[src/rtl/dma_cond_pkg.sv]
package dma_cond_pkg;

    localparam int STAT_W   = 4;
    localparam int SEL_W    = 32;
    localparam int MASK_LSB = 16;
    localparam int N_DEC    = 3;

    typedef enum logic [1:0] {
        MODE_NEVER    = 2'd0,
        MODE_IF_TRUE  = 2'd1,
        MODE_IF_FALSE = 2'd2,
        MODE_ALWAYS   = 2'd3
    } cond_mode_e;

    // decision slots
    localparam int DEC_IRQ  = 0;
    localparam int DEC_WAIT = 1;
    localparam int DEC_BR   = 2;

    function automatic logic sel_match(input logic [STAT_W-1:0] st,
                                       input logic [SEL_W-1:0]  sel);
        logic [STAT_W-1:0] msk;
        logic [STAT_W-1:0] val;
        msk = sel[MASK_LSB +: STAT_W];
        val = sel[STAT_W-1:0];
        return (st & msk) == (val & msk);
    endfunction

    function automatic logic mode_fire(input cond_mode_e m, input logic c);
        case (m)
            MODE_NEVER:    return 1'b0;
            MODE_IF_TRUE:  return c;
            MODE_IF_FALSE: return !c;
            default:       return 1'b1;
        endcase
    endfunction

endpackage

[src/rtl/dma_cond_unit.sv]
module dma_cond_unit
    import dma_cond_pkg::*;
(
    input  logic [STAT_W-1:0] dev_status,
    input  logic [SEL_W-1:0]  sel,
    input  logic [1:0]        mode,
    output logic              fire
);
    logic       cond;
    cond_mode_e m;

    always_comb begin
        m    = cond_mode_e'(mode);
        cond = sel_match(dev_status, sel);
        fire = mode_fire(m, cond);
    end

    // a never mode cannot fire
    always_comb begin
        if (mode == 2'd0) begin
            assert_never_silent_R2: assert (!fire);
        end
    end
endmodule

[src/rtl/dma_cond_seq.sv]
module dma_cond_seq #(
    parameter int ADDR_W     = 32,
    parameter int DESC_BYTES = 16
) (
    input  logic              clk,
    input  logic              rst,
    input  logic              eval_valid,
    input  logic              irq_fire,
    input  logic              wait_fire,
    input  logic              br_fire,
    input  logic [ADDR_W-1:0] cur_ptr,
    input  logic [ADDR_W-1:0] dep_field,
    output logic              irq_pulse,
    output logic              ptr_update,
    output logic [ADDR_W-1:0] next_ptr,
    output logic              branch_taken
);
    localparam logic [ADDR_W-1:0] STEP = ADDR_W'(DESC_BYTES);

    logic complete;
    assign complete = eval_valid && !wait_fire;

    always_ff @(posedge clk) begin
        if (rst) begin
            irq_pulse    <= 1'b0;
            ptr_update   <= 1'b0;
            next_ptr     <= '0;
            branch_taken <= 1'b0;
        end else begin
            irq_pulse  <= complete && irq_fire;
            ptr_update <= complete;
            if (complete) begin
                branch_taken <= br_fire;
                next_ptr     <= br_fire ? dep_field : cur_ptr + STEP;
            end
        end
    end

    assert_wait_blocks_R4: assert property (@(posedge clk) disable iff (rst)
        (eval_valid && wait_fire) |=> (!irq_pulse && !ptr_update));

    assert_wait_keeps_bt_R4: assert property (@(posedge clk) disable iff (rst)
        (eval_valid && wait_fire) |=> $stable(branch_taken));

    assert_idle_quiet_R10: assert property (@(posedge clk) disable iff (rst)
        !eval_valid |=> (!irq_pulse && !ptr_update));

    assert_branch_target_R5: assert property (@(posedge clk) disable iff (rst)
        (ptr_update && branch_taken) |-> (next_ptr == $past(dep_field)));

    assert_seq_step_R6: assert property (@(posedge clk) disable iff (rst)
        (ptr_update && !branch_taken) |-> (next_ptr == $past(cur_ptr) + STEP));
endmodule

[src/rtl/dma_cond_eval.sv]
module dma_cond_eval
    import dma_cond_pkg::*;
#(
    parameter int ADDR_W     = 32,
    parameter int DESC_BYTES = 16
) (
    input  logic              clk,
    input  logic              rst,
    input  logic              eval_valid,
    input  logic [1:0]        irq_mode,
    input  logic [1:0]        wait_mode,
    input  logic [1:0]        br_mode,
    input  logic [3:0]        dev_status,
    input  logic [31:0]       irq_sel,
    input  logic [31:0]       wait_sel,
    input  logic [31:0]       br_sel,
    input  logic [ADDR_W-1:0] cur_ptr,
    input  logic [ADDR_W-1:0] dep_field,
    output logic              wait_hold,
    output logic              irq_pulse,
    output logic              ptr_update,
    output logic [ADDR_W-1:0] next_ptr,
    output logic              branch_taken
);
    logic [SEL_W-1:0] sel_arr  [N_DEC];
    logic [1:0]       mode_arr [N_DEC];
    logic [N_DEC-1:0] fire;

    assign sel_arr[DEC_IRQ]   = irq_sel;
    assign sel_arr[DEC_WAIT]  = wait_sel;
    assign sel_arr[DEC_BR]    = br_sel;
    assign mode_arr[DEC_IRQ]  = irq_mode;
    assign mode_arr[DEC_WAIT] = wait_mode;
    assign mode_arr[DEC_BR]   = br_mode;

    for (genvar g = 0; g < N_DEC; g++) begin : g_dec
        dma_cond_unit u_unit (
            .dev_status (dev_status),
            .sel        (sel_arr[g]),
            .mode       (mode_arr[g]),
            .fire       (fire[g])
        );
    end

    assign wait_hold = eval_valid && fire[DEC_WAIT];

    dma_cond_seq #(
        .ADDR_W     (ADDR_W),
        .DESC_BYTES (DESC_BYTES)
    ) u_seq (
        .clk          (clk),
        .rst          (rst),
        .eval_valid   (eval_valid),
        .irq_fire     (fire[DEC_IRQ]),
        .wait_fire    (fire[DEC_WAIT]),
        .br_fire      (fire[DEC_BR]),
        .cur_ptr      (cur_ptr),
        .dep_field    (dep_field),
        .irq_pulse    (irq_pulse),
        .ptr_update   (ptr_update),
        .next_ptr     (next_ptr),
        .branch_taken (branch_taken)
    );
endmodule

[config.mk]
export PLATFORM = sky130hd
export DESIGN_NAME = dma_cond_eval
export DESIGN_NICKNAME = d
export VERILOG_FILES = /design/src/rtl/dma_cond_pkg.sv /design/src/rtl/dma_cond_unit.sv /design/src/rtl/dma_cond_seq.sv /design/src/rtl/dma_cond_eval.sv
export SDC_FILE = /design/constraint.sdc
export NUM_CORES = 1
export LEC_CHECK = 0
export CAP_MARGIN = 15
export CORE_ASPECT_RATIO = 0.8
export CORE_MARGIN = 4
export CORE_UTILIZATION = 32
export DETAILED_ROUTE_END_ITERATION = 8
export MAX_ROUTING_LAYER = met4
export PLACE_DENSITY = 0.79
export SYNTH_ARGS = -nofsm -noshare
export SYNTH_HDL_FRONTEND = slang
export SYNTH_HIERARCHICAL = 1
export SYNTH_SLANG_ARGS = --single-unit
[constraint.sdc]
create_clock -name clk -period 3.95 [get_ports clk]
set_input_delay 1.185 -clock clk [delete_from_list [all_inputs] [get_ports clk]]
set_output_delay 1.185 -clock clk [all_outputs]
set_load 0.1 [all_outputs]
* After elaboration in Yosys (flattened, before gate mapping) *
Cells that the tools add are included.

cells by class
  $add $sub $neg = 1
  equality and inequality tests = 9
  mux-type cells = 4
  bitwise gates (word level) = 6
  reductions and logical operators = 10

operators by type and width
  kind                   count
  $add 32x5->32 const B  1
  $mux 32                1
  $and 4x4->4            6
  $eq 4x4->1             3
  $pmux 1 s3             3
  $eq 2x1->1 const B     3
  $eq 2x2->1 const B     3
  $logic_not 2->1        3
  $logic_not 1->1        4
  $logic_and 1x1->1      3

word-level totals
  bits in registers = 35
  output and inout port bits = 36

* Longest topological paths before layout *
Gate-level depths: netlist (run 1).

  word-level depth = 7
  depth in mapped cells = 10
  mapped depth without buffers = 8

* Modules after synthesis *
Netlist (run 1), hierarchy kept.

by module, submodules not included
  module         instances  cells an instance  area an instance (um^2)  seq. area each (um^2)
  dma_cond_seq   1          286                2222.1                   700.7
  dma_cond_unit  3          7                  70.1                     0.0
  dma_cond_eval  1          1                  6.3                      0.0

* Least setup slack after synthesis (run 1) *
No wires, ideal clock.

  path kind = input -> output
  start point = in dev_status[3]
  end point = out wait_hold
  data arrival time = 2.704 ns
  data required time = 2.765 ns
  slack = 0.061 ns
  cell stages on the path = 5
  path buffers = 0
  cells stage by stage = xor2_1 > a22o_1 > a221oi_2 > mux2_1 > and2_1

on the way
  word-level cells in the longest chain between the ends = 5

ends and longest elaborated chain
  item                 RTL line             text
  start: declaration   dma_cond_eval.sv:13  input logic [3:0] dev_status,
  $and 4x4->4 *        dma_cond_pkg.sv:26   return (st & msk) == (val & msk);
  $eq 4x4->1 *         dma_cond_pkg.sv:26
  $logic_not 1->1      dma_cond_pkg.sv:33   MODE_IF_FALSE: return !c;
  $pmux 1 s3 *         dma_cond_pkg.sv:30   case (m)
  named net fire[1]    dma_cond_eval.sv:27  logic [N_DEC-1:0] fire;
  $logic_and 1x1->1 *  dma_cond_eval.sv:45  assign wait_hold = eval_valid && fire[DEC_WAIT];
  end: declaration     dma_cond_eval.sv:19  output logic wait_hold,

Mark *: on every way through the listed nets, which the timed path passes. The rest lies on a longest branch.

* Final worst setup path (run 1) *
  start point = in wait_sel[19]
  end point = out wait_hold

on the way
  word-level cells in the longest chain between the ends = 5
  elaborated cells between the ends (all ways) = 6
  those cells by class = eq/ne: 1; mux: 1; bitwise: 2; reduce/logical: 2

ends and longest elaborated chain
  item                 RTL line             text
  start: declaration   dma_cond_eval.sv:15  input logic [31:0] wait_sel,
  $and 4x4->4          dma_cond_pkg.sv:26
  $eq 4x4->1 *         dma_cond_pkg.sv:26
  $logic_not 1->1      dma_cond_pkg.sv:33
  $pmux 1 s3 *         dma_cond_pkg.sv:30
  named net fire[1]    dma_cond_eval.sv:27
  $logic_and 1x1->1 *  dma_cond_eval.sv:45

Marks and branches as above.

==> metrics.txt, run 1 <==
Post-Syn Area=2440 um2; Clock Tree Root=clkbuf_8; first-pass GRT wire length=14.6 mm; detailed-route DRC error count=0; Setup Fix Bufs, Post-CTS=0; Worst Setup Start Kind=input port; arrival time worst endpoint=2.70 ns; PortBufs=136; Synth Flop Type=dfxtp_1; RSZ-0062 raised after global routing=false; Least-Margin Pin Slew=0.992 ns; I/O pin count=209; Slew Limit Fails=0; Yosys reg bits=35; CTS clock-pin slew for the worst setup and hold paths=0.07 ns; Global Route Usage Sum=20.3%; hold crit path type=reg2reg; switching portion of total power=41.0%; combinational power share=46.3%; PnR Total Power=1290 uW; vias post-DR=2,994; Fin. Hold Viols=0; Max-Cap Viols=0; vias in the first global route=2,944; Flop pwr share=30.9%; Vias/cell=5.45; # clock sinks=35; Syn Area/Cell=7.92 um2; Mapped Cells=308; CTS tree=done; dpl hpwl=7.07 mm; fin crit period=3.89 ns; grt total ovfl=0; Setup crit end kind=output pin; Routed Antenna Nets=0; Net Switching=529 uW; Crit path required time=2.76 ns; static leakage=0.00148 uW; pin count of the biggest net entering global routing=47; EDFF count, synth=0; Power Internal=763 uW; Area growth syn-to-layout=68.0%; die height=86.1 um; pwr dens=315 nW/um2; Skew-Pair Late Insertion Delay=0.28 ns; NumNets Final=617; DRT iter0 DRCs=217; Layout Skew=0 ns; Rel. slew slack=33.7%; Syn Nets=482; most common cell after layout, fill and taps aside=clkdlybuf4s50_1; Crit Path Max Fanout=2; WL final=9.12 mm; setup slack after layout=0.0622 ns; Setup violations, final=0; Synth cell types=51; ys async rst share=0%; H-tree depth=2; CP Class=in2out; FMAX=0.257 GHz; DRT Pass-1 Iters=5; core area=7390 um2; GPL Wtd Cong=0.837; clock power share=22.8%; status=finished, final reports clean; final worst-path cycle share=98.4%; sequential share of the synthesized area=28.7%; pre-CTS setup slack=-0.223 ns; CTS Buf Count=5; Starting Density=33.0%; layout cells sized above 1=9.91%; peak supply drop=0.166 mV; # rows=28; initial antenna violation count=0; commonest cells after routing, fill and taps aside=clkdlybuf4s50_1, dfxtp_1, nand2_1; WL per Instance=16.6 um; yosys warns=6; die area=9090 um2; Chip Width=106 um; clk buf depth=2; Worst R2R Setup Slack=2.97 ns; antenna cells=0
[path summary, 6_finish.rpt]
| path | depth (start not counted) | to | startpoint |
|---|---|---|---|
| setup / recovery | 6 | wait_hold | wait_sel[19] |
| hold / removal | 2 | u_seq/next_ptr[6] | u_seq/next_ptr[6] |
| setup reg to reg | 3 | u_seq/next_ptr[31] | u_seq/next_ptr[31] |
| hold reg to reg | 2 | u_seq/next_ptr[6] | u_seq/next_ptr[6] |
[layout make-up]
cell class                      count  area, um2
Fill cell                         668       3290
Multi-Input combinational cell    248       1660
Timing Repair Buffer              149       1490
Sequential cell                    35        701
Tap cell                          105        131
Clock buffer                        7       96.3
Inverter                            4       15.0
Clock inverter                      1       7.51
[synthesized netlist by cell type, drive strengths merged (2+ instances only)]
cell type | count | share of area (%)
a211o | 4 | 1.4
a211oi | 8 | 2.5
a21o | 4 | 1.2
a21oi | 18 | 3.7
a221oi | 4 | 2.5
a22o | 3 | 1.1
a31oi | 6 | 1.5
and2 | 3 | 0.77
and3 | 16 | 4.1
buf | 4 | 0.62
clkbuf | 17 | 2.6
dfxtp | 35 | 29
inv | 3 | 0.46
mux2 | 3 | 1.4
mux2i | 5 | 2.1
nand2 | 21 | 3.2
nand2b | 4 | 1.0
nand3 | 17 | 3.5
nand3b | 4 | 1.2
nand4 | 14 | 4.5
nor2 | 16 | 2.5
nor3 | 19 | 4.3
nor3b | 5 | 1.5
nor4 | 8 | 2.3
o2111ai | 2 | 0.72
o211ai | 5 | 1.5
o21a | 3 | 0.92
o21ai | 12 | 2.5
o221ai | 5 | 1.8
o31a | 3 | 1.1
or2 | 2 | 0.51
or3 | 5 | 1.3
xnor2 | 6 | 2.2
xor2 | 12 | 4.3
[critical path, cell delays in order]
cell and delay (ns):
clkdlybuf4s50_1 0.42, a22o_1 0.25, a221oi_2 0.20, mux2_4 0.33, and2_4 0.15, buf_12 0.16
[per-layer routing]
layer  routed length (um)  share of wire (%)  GRT usage, %
met4                   97                1.1          4.71
met2                 4400                 48          33.4
met5                    0                  0             -
met1                 3950                 43          25.7
met3                  677                7.4          4.29
[power by group through the flow]
stage	logic [uW]	clock network, uW	registers, uW
floorplan	153	0	617
global placement	589	0	407
detailed placement	597	0	408
CTS	599	304	400
global route	628	319	404
finish	598	295	400
[per-stage QoR]
stage	TNS, ns	instances	area (um2)	hold WS (ns)	utilization, %
5_1_grt	0	549	4100	0.481	55.4
4_1_cts	0	549	4100	0.457	55.4
3_3_place_gp	-0.226	541	3990	0.445	54.0
2_1_floorplan	0	308	2440	0.883	-
3_5_place_dp	-0.293	541	3990	0.446	54.0
6_report	0	549	4100	0.452	55.4
[registers in the layout (all words and copies together), names as in the netlist]
| register | flops |
|---|---|
| u_seq/branch_taken | 1 |
| u_seq/irq_pulse | 1 |
| u_seq/next_ptr | 32 |
| u_seq/ptr_update | 1 |
[cells by family after synthesis]
kind of cell	synth area share, %
fa+ha+maj	0.513
buf+inv	3.85
simple gates	32.6
flops	28.7
xor+xnor	6.46
mux	3.44
compound gates	24.4
[repair_timing]
| item | 4_1_cts | 5_1_grt |
|---|---|---|
| setup endpoints to repair | 1 | 1 |
| pin swaps | 1 | 1 |
| endpoints found under the hold margin | 0 | 0 |
| hold buffers | 0 | 0 |
| gates resized for setup | 6 | 1 |
Power figures use the tool's default switching activity.
==> run 2, diff against run 1 <==
--- a/config.mk
+++ b/config.mk
@@ -7,9 +7,10 @@
 export LEC_CHECK = 0
 export CAP_MARGIN = 15
 export CORE_ASPECT_RATIO = 0.8
-export CORE_MARGIN = 4
+export CORE_MARGIN = 2
 export CORE_UTILIZATION = 32
 export DETAILED_ROUTE_END_ITERATION = 8
+export GPL_TIMING_DRIVEN = 0
 export MAX_ROUTING_LAYER = met4
 export PLACE_DENSITY = 0.79
 export SYNTH_ARGS = -nofsm -noshare
==> run 2 against run 1 <==
Final cell count rose by 1.6%. Power fell by 1.7%. Count of clock-buffer cells in the layout fell by 1. Via count rose by 4.2%. Cell area fell by 1.0%. Non-clock buffer count rose by 10. Maximum frequency barely moved. Combinational power barely moved. Critical path depth did not move. Worst setup slack improved by 0.0036 ns. Register-to-register slack got worse by 0.03 ns. Die area fell by 8.3%. Critical endpoint unchanged. Largest power group unchanged. Highest routed layer unchanged.
==> metrics.txt, run 2 (synthesis results as in run 1) <==
status=finished, final reports clean; setup total negative slack=0 ns; antenna cells=0; vias in the first global route=3,049; CTS clock-pin slew for the worst setup and hold paths=0.07 ns; Starting Density=33.0%; Clock Tree Root=clkbuf_8; clock power share=21.3%; hold crit path type=reg2reg; most common cell after layout, fill and taps aside=clkdlybuf4s50_1; FMAX=0.257 GHz; RSZ-0062 raised after global routing=false; die area=8340 um2; Routed Antenna Nets=0; NumNets Final=627; peak supply drop=0.196 mV; placed cells=549; first-pass GRT wire length=15.0 mm; layout cells sized above 1=7.28%; Power Internal=734 uW; WL final=9.51 mm; Finished Layout Cells=558; PortBufs=136; DRT Pass-1 Iters=5; Crit Path Max Fanout=3; Rel. slew slack=32.2%; initial antenna violation count=0; Worst Setup Start Kind=input port; commonest cells after routing, fill and taps aside=clkdlybuf4s50_1, dfxtp_1, nand2_1; CP Class=in2out; Flop pwr share=31.4%; clk buf depth=2; pin count of the biggest net entering global routing=11; Fin. Hold Viols=0; H-tree depth=2; Least-Margin Pin Slew=1.01 ns; die height=82.1 um; fin crit period=3.88 ns; Chip Width=102 um; DRT iter0 DRCs=285; cts hold-fix bufs=0; Largest register FFs=32; Max-Cap Viols=0; CTS tree=done; dpl hpwl=7.42 mm; Skew-Pair Late Insertion Delay=0.28 ns; switching portion of total power=42.2%; Net Switching=536 uW; Area growth syn-to-layout=66.3%; Vias/cell=5.59; grt total ovfl=0; Global Route Usage Sum=23.8%; CTS Buf Count=5; core area=7390 um2; static leakage=0.00144 uW; # rows=28; Crit path required time=2.76 ns; arrival time worst endpoint=2.70 ns; # clock sinks=35; filler instances=699; WL per Instance=17.0 um; vias post-DR=3,120; Slew Limit Fails=0; Setup crit end kind=output pin; Reg with most FFs=u_seq/next_ptr; final worst-path cycle share=98.3%; I/O pin count=209; GPL Wtd Cong=1.01; Layout Skew=0 ns; pwr dens=313 nW/um2; combinational power share=47.3%; Setup violations, final=0; detailed-route DRC error count=0
-- run 2: final timing paths --
kind                       from  slack [ns]  cells past startpoint                 end
max reg2reg  u_seq/next_ptr[18]        2.94                      3  u_seq/next_ptr[18]
min reg2reg   u_seq/next_ptr[7]        0.46                      2   u_seq/next_ptr[7]
min           u_seq/next_ptr[7]        0.46                      2   u_seq/next_ptr[7]
max                 wait_sel[2]        0.07                      6           wait_hold
-- run 2: worst max-delay path, cell delays in order --
cell	delay, ns
clkdlybuf4s50_1	0.41
xor2_1	0.16
a221oi_2	0.29
mux2_4	0.34
and2_4	0.15
buf_12	0.16
-- run 2: power by group through the flow --
stage	clock [uW]	combinational, uW	sequential (uW)
after detailed placement	0	589	407
after CTS	277	598	399
after floorplan	0	153	617
after global routing	290	633	403
final	270	601	399
after global placement	0	581	406
-- run 2: repair_timing --
action                     in CTS  in global routing
gates cloned                    0                  0
setup endpoints to repair      24                 16
buffers inserted                2                  0
gates resized for setup        22                 11
pin swaps                       2                  0
-- run 2: metal layers --
metal  up-vias  wire length [um]  GRT usage (%)
met2       177              4320           36.9
met3        21               779           4.77
met5         -                 0              -
met4         0               229           8.11
li1       1470                 -              -
met1      1452              4180           30.9
-- run 2: layout make-up --
type                       instances  area, um2  share of cell area (%)
inverter                           4       15.0                   0.370
buffer                            21       86.3                    2.13
tap                              105        131                    3.24
timing repair buffer             138       1380                    33.9
clock buffer                       6       82.6                    2.04
sequential                        35        701                    17.3
clock inverter                     1       5.00                   0.123
multi-input combinational        248       1660                    40.9
-- run 2: metrics by stage --
stage	area, um2	hold WS (ns)	power [uW]	util (%)	setup WS (ns)
floorplan	2440	0.883	770	-	0.0609
global placement	3930	0.442	987	53.2	-1.10
detailed placement	3930	0.448	996	53.2	-1.14
CTS	4050	0.458	1270	54.8	0.0187
global route	4060	0.489	1330	54.9	0.00880
finish	4060	0.457	1270	54.9	0.0658
